## src/rtl/shadow_pkg.sv

```systemverilog
`timescale 1ns/1ps
package shadow_pkg;

    typedef enum logic {
        SHK_BRANCH = 1'b0,
        SHK_PRED   = 1'b1
    } shadow_kind_e;

    function automatic int unsigned idx_width(int unsigned n);
        return (n < 2) ? 1 : $clog2(n);
    endfunction

endpackage

```

## src/rtl/shadow_pick.sv

```systemverilog
`timescale 1ns/1ps
module shadow_pick #(
    parameter int N = 2,
    parameter int W = 1
) (
    input  logic [N-1:0] free_vec,
    output logic         found,
    output logic [W-1:0] idx,
    output logic [N-1:0] onehot
);
    logic [N:0] seen;
    assign seen[0] = 1'b0;

    genvar g;
    generate
        for (g = 0; g < N; g++) begin : g_chain
            assign onehot[g]  = free_vec[g] & ~seen[g];
            assign seen[g+1]  = seen[g] | free_vec[g];
        end
    endgenerate

    assign found = seen[N];

    always_comb begin
        idx = '0;
        for (int i = 0; i < N; i++) begin
            if (onehot[i]) idx = idx | W'(i);
        end
    end
endmodule

```

## src/rtl/shadow_slot.sv

```systemverilog
`timescale 1ns/1ps
module shadow_slot
    import shadow_pkg::*;
#(
    parameter int NFU = 8
) (
    input  logic               clk,
    input  logic               rst,
    input  logic               alloc_hit,
    input  shadow_kind_e       alloc_kind,
    input  logic [NFU-1:0]     alloc_fus,
    input  logic               release_hit,
    input  logic [NFU-1:0]     cancel_fus,
    output logic               busy,
    output shadow_kind_e       kind,
    output logic [NFU-1:0]     fus
);
    always_ff @(posedge clk) begin
        if (rst) begin
            busy <= 1'b0;
            kind <= SHK_BRANCH;
            fus  <= '0;
        end else if (alloc_hit) begin
            busy <= 1'b1;
            kind <= alloc_kind;
            fus  <= alloc_fus;
        end else if (release_hit) begin
            busy <= 1'b0;
            fus  <= '0;
        end else begin
            fus  <= fus & ~cancel_fus;
        end
    end

    a_r2_alloc_only_free: assert property (@(posedge clk) disable iff (rst)
        alloc_hit |-> !busy);

    a_r7_free_after_resolve: assert property (@(posedge clk) disable iff (rst)
        release_hit |=> !busy);

    a_r9_cancel_clears: assert property (@(posedge clk) disable iff (rst)
        (busy && !alloc_hit && !release_hit) |=> ((fus & $past(cancel_fus)) == '0));
endmodule

```

## src/rtl/shadow_resolve.sv

```systemverilog
`timescale 1ns/1ps
module shadow_resolve #(
    parameter int NSLOT = 2,
    parameter int NFU   = 8,
    parameter int SW    = 1
) (
    input  logic [NSLOT-1:0]     busy,
    input  logic [NSLOT-1:0]     is_pred,
    input  logic [NSLOT*NFU-1:0] fus_flat,
    input  logic                 resolve_valid,
    input  logic [SW-1:0]        resolve_slot,
    input  logic                 mispredict,
    input  logic [NFU-1:0]       pred_mask,
    output logic                 accept,
    output logic [NSLOT-1:0]     release_vec,
    output logic [NFU-1:0]       die_fus
);
    logic           in_range;
    logic [NFU-1:0] sel_fus;

    assign in_range = ({1'b0, resolve_slot} < (SW+1)'(NSLOT));

    always_comb begin
        accept      = 1'b0;
        sel_fus     = '0;
        die_fus     = '0;
        release_vec = '0;
        if (resolve_valid && in_range) begin
            accept = busy[resolve_slot];
        end
        if (accept) begin
            sel_fus                   = fus_flat[resolve_slot*NFU +: NFU];
            release_vec[resolve_slot] = 1'b1;
            if (is_pred[resolve_slot]) begin
                die_fus = sel_fus & ~pred_mask;
            end else if (mispredict) begin
                die_fus = sel_fus;
            end
        end
    end
endmodule

```

## src/rtl/shadow_unit.sv

```systemverilog
`timescale 1ns/1ps
module shadow_unit
    import shadow_pkg::*;
#(
    parameter int NSLOT = 2,
    parameter int NFU   = 8,
    parameter int SW    = idx_width(NSLOT)
) (
    input  logic             clk,
    input  logic             rst,
    input  logic             alloc_valid,
    input  logic             alloc_kind,
    input  logic [NFU-1:0]   alloc_fus,
    output logic             alloc_ready,
    output logic [SW-1:0]    alloc_slot,
    input  logic             resolve_valid,
    input  logic [SW-1:0]    resolve_slot,
    input  logic             resolve_mispredict,
    input  logic [NFU-1:0]   pred_mask,
    output logic [NFU-1:0]   hold,
    output logic [NFU-1:0]   go_die,
    output logic [NSLOT-1:0] slot_busy
);
    logic [NSLOT-1:0]     busy;
    logic [NSLOT-1:0]     is_pred;
    logic [NSLOT*NFU-1:0] fus_flat;
    logic [NSLOT-1:0]     pick_onehot;
    logic                 pick_found;
    logic                 alloc_fire;
    logic                 res_accept;
    logic [NSLOT-1:0]     release_vec;
    logic [NFU-1:0]       die_fus;
    logic [NFU-1:0]       die_q;
    shadow_kind_e         new_kind;

    assign new_kind = alloc_kind ? SHK_PRED : SHK_BRANCH;

    shadow_pick #(.N(NSLOT), .W(SW)) u_pick (
        .free_vec (~busy),
        .found    (pick_found),
        .idx      (alloc_slot),
        .onehot   (pick_onehot)
    );

    assign alloc_ready = pick_found;
    assign alloc_fire  = alloc_valid & pick_found;

    genvar s;
    generate
        for (s = 0; s < NSLOT; s++) begin : g_slot
            shadow_kind_e   k;
            logic [NFU-1:0] f;
            shadow_slot #(.NFU(NFU)) u_slot (
                .clk         (clk),
                .rst         (rst),
                .alloc_hit   (alloc_fire & pick_onehot[s]),
                .alloc_kind  (new_kind),
                .alloc_fus   (alloc_fus),
                .release_hit (release_vec[s]),
                .cancel_fus  (die_fus),
                .busy        (busy[s]),
                .kind        (k),
                .fus         (f)
            );
            assign is_pred[s]              = (k == SHK_PRED);
            assign fus_flat[s*NFU +: NFU]  = f;
        end
    endgenerate

    shadow_resolve #(.NSLOT(NSLOT), .NFU(NFU), .SW(SW)) u_res (
        .busy          (busy),
        .is_pred       (is_pred),
        .fus_flat      (fus_flat),
        .resolve_valid (resolve_valid),
        .resolve_slot  (resolve_slot),
        .mispredict    (resolve_mispredict),
        .pred_mask     (pred_mask),
        .accept        (res_accept),
        .release_vec   (release_vec),
        .die_fus       (die_fus)
    );

    always_ff @(posedge clk) begin
        if (rst) die_q <= '0;
        else     die_q <= die_fus;
    end

    always_comb begin
        hold = '0;
        for (int i = 0; i < NSLOT; i++) begin
            if (busy[i]) hold = hold | fus_flat[i*NFU +: NFU];
        end
    end

    assign go_die    = die_q;
    assign slot_busy = busy;

    a_r6_die_follows_resolve: assert property (@(posedge clk) disable iff (rst)
        (|go_die) |-> $past(resolve_valid));

    a_r4_die_was_held: assert property (@(posedge clk) disable iff (rst)
        (go_die & ~$past(hold)) == '0);

    a_r9_killed_not_held: assert property (@(posedge clk) disable iff (rst)
        !$past(alloc_fire) |-> ((go_die & hold) == '0));

    a_r8_idle_no_die: assert property (@(posedge clk) disable iff (rst)
        (resolve_valid && !res_accept) |=> (go_die == '0));
endmodule

```

## config.mk

```make
export PLATFORM = sky130hd
export DESIGN_NAME = shadow_unit
export DESIGN_NICKNAME = d
export VERILOG_FILES = /design/src/rtl/shadow_pkg.sv /design/src/rtl/shadow_pick.sv /design/src/rtl/shadow_slot.sv /design/src/rtl/shadow_resolve.sv /design/src/rtl/shadow_unit.sv
export SDC_FILE = /design/constraint.sdc
export NUM_CORES = 1
export LEC_CHECK = 0
export ABC_AREA = 0
export BUFFER_PORTS_ARGS = -buffer_cell sky130_fd_sc_hd__buf_2
export CAP_MARGIN = 10
export CORE_MARGIN = 2
export CORE_UTILIZATION = 44
export CTS_CLUSTER_SIZE = 25
export DETAILED_ROUTE_END_ITERATION = 12
export HOLD_SLACK_MARGIN = 0.08
export PLACE_DENSITY = 0.78
export RECOVER_POWER = 50
export SLEW_MARGIN = 20
export SYNTH_ARGS = -nofsm -noshare
export SYNTH_HDL_FRONTEND = slang
export SYNTH_SLANG_ARGS = --single-unit
export TNS_END_PERCENT = 100
```

## constraint.sdc

```tcl
create_clock -name clk -period 1.3 [get_ports clk]
set_input_delay 0.13 -clock clk [delete_from_list [all_inputs] [get_ports clk]]
set_output_delay 0.13 -clock clk [all_outputs]
set_load 0.01 [all_outputs]
```

Word level (Yosys, flattened, before mapping)
Index checks and enable logic that the tools add are counted.
Storage, ports and cells
  register bits after elaboration: 28
  input port bits: 23
Operators by class
  magnitude comparators: 2
  shifts and indexed selects: 1
  muxes and demuxes: 23
  bitwise logic cells: 13
  reductions and logical operators: 3
Operator list (count)
  two-way mux 8 bit: 9
  AND 8 bit: 3
  NOT 8 bit: 2
  indexed part select 16 x 5 -> 8 bit: 1
  two-way mux 1 bit: 12
  bitwise OR 8 bit: 1
  AND 1 bit: 4
  nonzero test 2 bit: 2
  < comparator 1 x 2 -> 1 bit (second input constant): 1
  two-way mux 2 bit: 1
  NOT 2 bit: 1
  demux 1 bit (select 1 bit): 1
  >= comparator 1 bit (second input constant): 1
  logical AND 1 bit: 1
  NOT 1 bit: 1
  bitwise OR 1 bit: 1

Longest topological paths before layout
  depth in word-level cells: 8
  gate-level depth with buffers: 6
  mapped depth without buffers: 4

Cells and area by module
Synthesis repeated with hierarchy kept, for this count alone.
Unflattened totals
  cells, all modules: 139
  area total of the unflattened synthesis: 1342.5 sq um
By module, submodules not included
  shadow_slot: times used 2, cells an instance 41, area an instance 387.9 sq um
  shadow_unit: times used 1, cells an instance 30, area an instance 322.8 sq um
  shadow_resolve: times used 1, cells an instance 23, area an instance 216.5 sq um
  shadow_pick: times used 1, cells an instance 4, area an instance 27.5 sq um

Worst setup path before layout
No wires, ideal clock.
  path kind: register -> register
  start point: register g_slot[1].u_slot.busy
  end point: register g_slot[1].u_slot.fus[6]
  library setup time: 0.117 ns
  arrival: 1.241 ns
  required time: 1.183 ns
  setup slack: -0.059 ns
  cell stages (with the launch flop): 6
  buffers on the path: 1
  period minus slack after synthesis: 1.359 ns
  cell sequence: dfxtp_1 -> and2b_1 -> nand2_1 -> and3b_1 -> clkbuf_1 -> a32o_1
On the way
  word-level cells in the longest chain between the ends: 8
Ends and longest elaborated chain
  start, declared: RTL line shadow_slot.sv:14  | output logic busy,
  start signal, assigned: RTL line shadow_slot.sv:20  | busy <= 1'b0;
  start signal, assigned: RTL line shadow_slot.sv:24  | busy <= 1'b1;
  start signal, assigned: RTL line shadow_slot.sv:28  | busy <= 1'b0;
  two-way mux 1 bit (implied by the code) (2 in series): RTL line shadow_resolve.sv:29  | accept = busy[resolve_slot];
  two-way mux 1 bit: RTL line shadow_resolve.sv:28  | if (resolve_valid && in_range) begin
  two-way mux 8 bit: RTL line shadow_resolve.sv:31  | if (accept) begin
  NOT 8 bit: RTL line shadow_slot.sv:31  | fus <= fus & ~cancel_fus;
  AND 8 bit: RTL line shadow_slot.sv:31
  two-way mux 8 bit: RTL line shadow_slot.sv:27  | end else if (release_hit) begin
  two-way mux 8 bit (*): RTL line shadow_slot.sv:23  | end else if (alloc_hit) begin
  end signal, assigned: RTL line shadow_slot.sv:26  | fus <= alloc_fus;
  end signal, assigned: RTL line shadow_slot.sv:31
  end, declared: RTL line shadow_slot.sv:16  | output logic [NFU-1:0] fus
Every way passes the cells marked *; elsewhere a longest branch is shown, timed or not. The select of a mux whose other input is x is not followed.
A chain may end at the register's enable or synchronous reset.

Final worst setup path
  start point: register g_slot[1].u_slot.kind
  end point: register g_slot[0].u_slot.fus[6]
On the way
  word-level cells in the longest chain between the ends: 8
Ends and longest elaborated chain
  start, declared: RTL line shadow_slot.sv:15  | output shadow_kind_e kind,
  start signal, assigned: RTL line shadow_slot.sv:25  | kind <= alloc_kind;
  two-way mux 1 bit (implied by the code) (2 in series): RTL line shadow_resolve.sv:34  | if (is_pred[resolve_slot]) begin
  two-way mux 8 bit: RTL line shadow_resolve.sv:34
  two-way mux 8 bit: RTL line shadow_resolve.sv:31
  NOT 8 bit: RTL line shadow_slot.sv:31
  AND 8 bit: RTL line shadow_slot.sv:31
  two-way mux 8 bit: RTL line shadow_slot.sv:27
  two-way mux 8 bit: RTL line shadow_slot.sv:23
  end signal, assigned: RTL line shadow_slot.sv:26
  end signal, assigned: RTL line shadow_slot.sv:31
  end, declared: RTL line shadow_slot.sv:16
No other way between the ends. The select of a mux whose other input is x is not followed.

==> results.sh <==
export IMPL_io_buffer_count=42
export IMPL_fin_crit_sh_pct=114
export IMPL_synth_cell_type_count=24
export IMPL_fin_crit_ns=1.48
export IMPL_gp_congestion=0.808
export IMPL_place_worst_setup_slack_ns=-0.202
export IMPL_h_tree_depth=1
export IMPL_worst_slack_ns=-0.177
export IMPL_clk_path_buf_depth=2
export IMPL_timing_hold_ws_ns=0.0613
export IMPL_dp_cells=220
export IMPL_root_buffer="clkbuf_4"
export IMPL_initial_core_util_pct=46.1
export IMPL_synth_nets=158
export IMPL_reg2reg_depth=4
export IMPL_grt_pass1_wl_microns=6000
export IMPL_yosysWarnings=0
export IMPL_setup_viol=33
export IMPL_final_seq_area_sq_um=567
export IMPL_clk_latency_ns=0.35
export IMPL_cp_startpoint="g_slot[1].u_slot.kind"
export IMPL_cp_data_arrival_time_ns=1.74
export IMPL_finClkSkew_ns=0.0105
export IMPL_violations="setup timing"
export IMPL_finalCoreUtilization_pct=74.5
export IMPL_status="finished with violations"
export IMPL_maxCapViolCount=0
export IMPL_synth_area_leader_cell="dfxtp_1"
export IMPL_peakVddDrop_v=0.000808
export IMPL_crit_end="g_slot[0].u_slot.fus[6]"
export IMPL_layout_nets=235
export IMPL_fin_area_sq_um=2050
export IMPL_critPathLaunchType="register"
export IMPL_worst_r2r_endpoint="g_slot[0].u_slot.fus[6]"
export IMPL_max_slew_worst_pin_slew_ns=0.682
export IMPL_overflow=0
export IMPL_power_density_nw_per_um2=881
export IMPL_cp_data_required_time_ns=1.56
export IMPL_path_max_fanout=5
export IMPL_placed_cell_area_sq_um=1640
export IMPL_end_kind="register"
export IMPL_antenna_found_initial=0
export IMPL_grt_setup_unrepaired="yes"
export IMPL_finalHoldViolations=0
export IMPL_drt_pass1_iterations=4
export IMPL_vias=1404
export IMPL_tritoncts="yes"
export IMPL_ant_nets=0
export IMPL_synth_seq_cells=28
export IMPL_first_global_vias=1276
export IMPL_avgSynthCellArea_sq_um=9.42
export IMPL_n_antenna_cell=0
export IMPL_routed_wl_microns=4290
export IMPL_die_x_microns=57.8
export IMPL_synth_top_cell_area_share_pct=44.1
export IMPL_ff2ff_setup_slack_ns=-0.18
export IMPL_synthCells=135
export IMPL_rr_startpoint="g_slot[1].u_slot.kind"
export IMPL_yosysSeqAreaShare_pct=44.1
export IMPL_slew_headroom_pct=54.4
export IMPL_numClockSinks=28
export IMPL_path_class="register to register"
export IMPL_num_fill_cells=194
export IMPL_grt_max_degree=16
export IMPL_final_cells=242
export IMPL_min_path_type="input pin to register"
export IMPL_syn_area_sq_um=1270
export IMPL_clk_pin_slew_worst_paths_ns=0.16
export IMPL_drcViolationCount=0
export IMPL_slew_viol_final=0
export IMPL_wl_per_cell_microns=17.7
export IMPL_leakage_nw=0.987
export IMPL_die_y_microns=57.8
export IMPL_viasPerCell=5.80
export IMPL_fmax_mhz=677
export IMPL_coreArea_sq_um=2760
export IMPL_grt_use_total_pct=23.5
export IMPL_top_level_ports=43
export IMPL_multi_input_area_sq_um=787
export IMPL_row_count=19
export IMPL_drtIter0Drc=59
export IMPL_syn_to_final_growth_pct=61.6
export IMPL_dp_hpwl_microns=2720
export IMPL_dieArea_sq_um=3340
export IMPL_cts_buffers=3
export IMPL_ys_top_cells_by_area="dfxtp_1 44%, a32o_1 13%, nand2_1 11%"
export IMPL_drive_above_1_share_pct=50.2
==> synthesized netlist by cell type <==
library cell and number:
and2_1 9, and2b_1 1, mux2_4 1, buf_1 1, inv_1 1, o21a_1 1, clkbuf_2 1, a21oi_1 10
and3b_1 1, buf_4 3, nor2_1 4, a221oi_2 8, dfxtp_1 28, a31oi_1 1, nor2b_4 1, mux2i_1 1
buf_6 2, a311oi_1 1, nand2b_1 1, clkbuf_1 1, buf_2 3, nand3_1 2, a32o_1 16, nand2_1 37
==> per-layer routing <==
layer	GRT usage (%)	routed length [microns]	share of wire [%]	up-vias
met1	30.3	1690	39	672
met5	0	0	0	-
met4	6.98	120	2.8	0
met3	2.68	253	5.9	14
li1	-	-	-	651
met2	41.1	2230	52	67
==> state kept, by name, summed over array words and instances (netlist names) <==
name,cells
g_slot.u_slot.fus,16
g_slot.u_slot.kind,2
go_die,8
g_slot.u_slot.busy,2
==> final cells by class <==
class                           instances  area share (%)
Clock buffer                            4            1.77
Multi-Input combinational cell         96            38.3
Timing Repair Buffer                   82            30.3
Inverter                                1           0.183
Sequential cell                        28            27.6
Tap cell                               31            1.89
==> cells in the final DEF, fill, tap and decap left out, types with 8 or more instances in the layout <==
cell type      instances
nand2_1               24
dfxtp_1               25
dlygate4sd3_1         12
buf_6                 11
buf_2                 38
buf_4                 19
and2_1                 8
a21oi_1               10
a32o_1                16
nand2_4                9
==> cells by family after synthesis <==
kind of cell | Yosys count | synth area share [%]
AO/OA/AOI/OAI | 37 | 27.8
buffers and inverters | 12 | 6.00
flip-flops | 28 | 44.1
multiplexers | 2 | 1.97
AND/OR/NAND/NOR | 56 | 20.2
==> where the power goes <==
| group | leakage, nW | internal [W] | switching (W) |
|---|---|---|---|
| clock network | 0.0210 | 0.000172 | 0.000274 |
| logic | 0.736 | 0.000222 | 0.000208 |
| registers | 0.230 | 0.000897 | 0.0000360 |
==> per-stage QoR <==
step | total power [W] | setup TNS [ns]
after global routing | 0.00187 | -4.53
after detailed placement | 0.00125 | -4.32
after CTS | 0.00171 | -2.79
after floorplan | 0.00112 | -0.0102
after global placement | 0.00124 | -3.40
final | 0.00181 | -3.51
==> worst min-delay path by stage <==
stage                             start                 endpoint  cells after the start  slack [ns]
after CTS                           rst    g_slot[1].u_slot.busy                      2        0.08
final                               rst    g_slot[0].u_slot.busy                      2        0.06
after detailed placement   alloc_fus[3]  g_slot[0].u_slot.fus[3]                      2        0.37
after global placement     alloc_fus[5]  g_slot[0].u_slot.fus[5]                      2        0.35
after global routing                rst    g_slot[0].u_slot.busy                      2        0.09
after floorplan           resolve_valid    g_slot[0].u_slot.busy                      1        0.25
==> what timing repair did <==
item / 4_1_cts / 5_1_grt
hold buffers: 11 / 1
hold endpoints to repair: 19 / 1
pin swaps: 11 / 15
setup buffers: 2 / 3
gates cloned: 1 / 1
endpoints found under the setup margin: 33 / 33
gates resized for setup: 6 / 40
==> critical path, cell delays in order (launching register included) <==
cell      delay (ns)
dfxtp_1         0.37
mux2_4          0.34
a221oi_2        0.27
nand2_1         0.13
a32o_1          0.29
(Power assumes the default switching activity.)
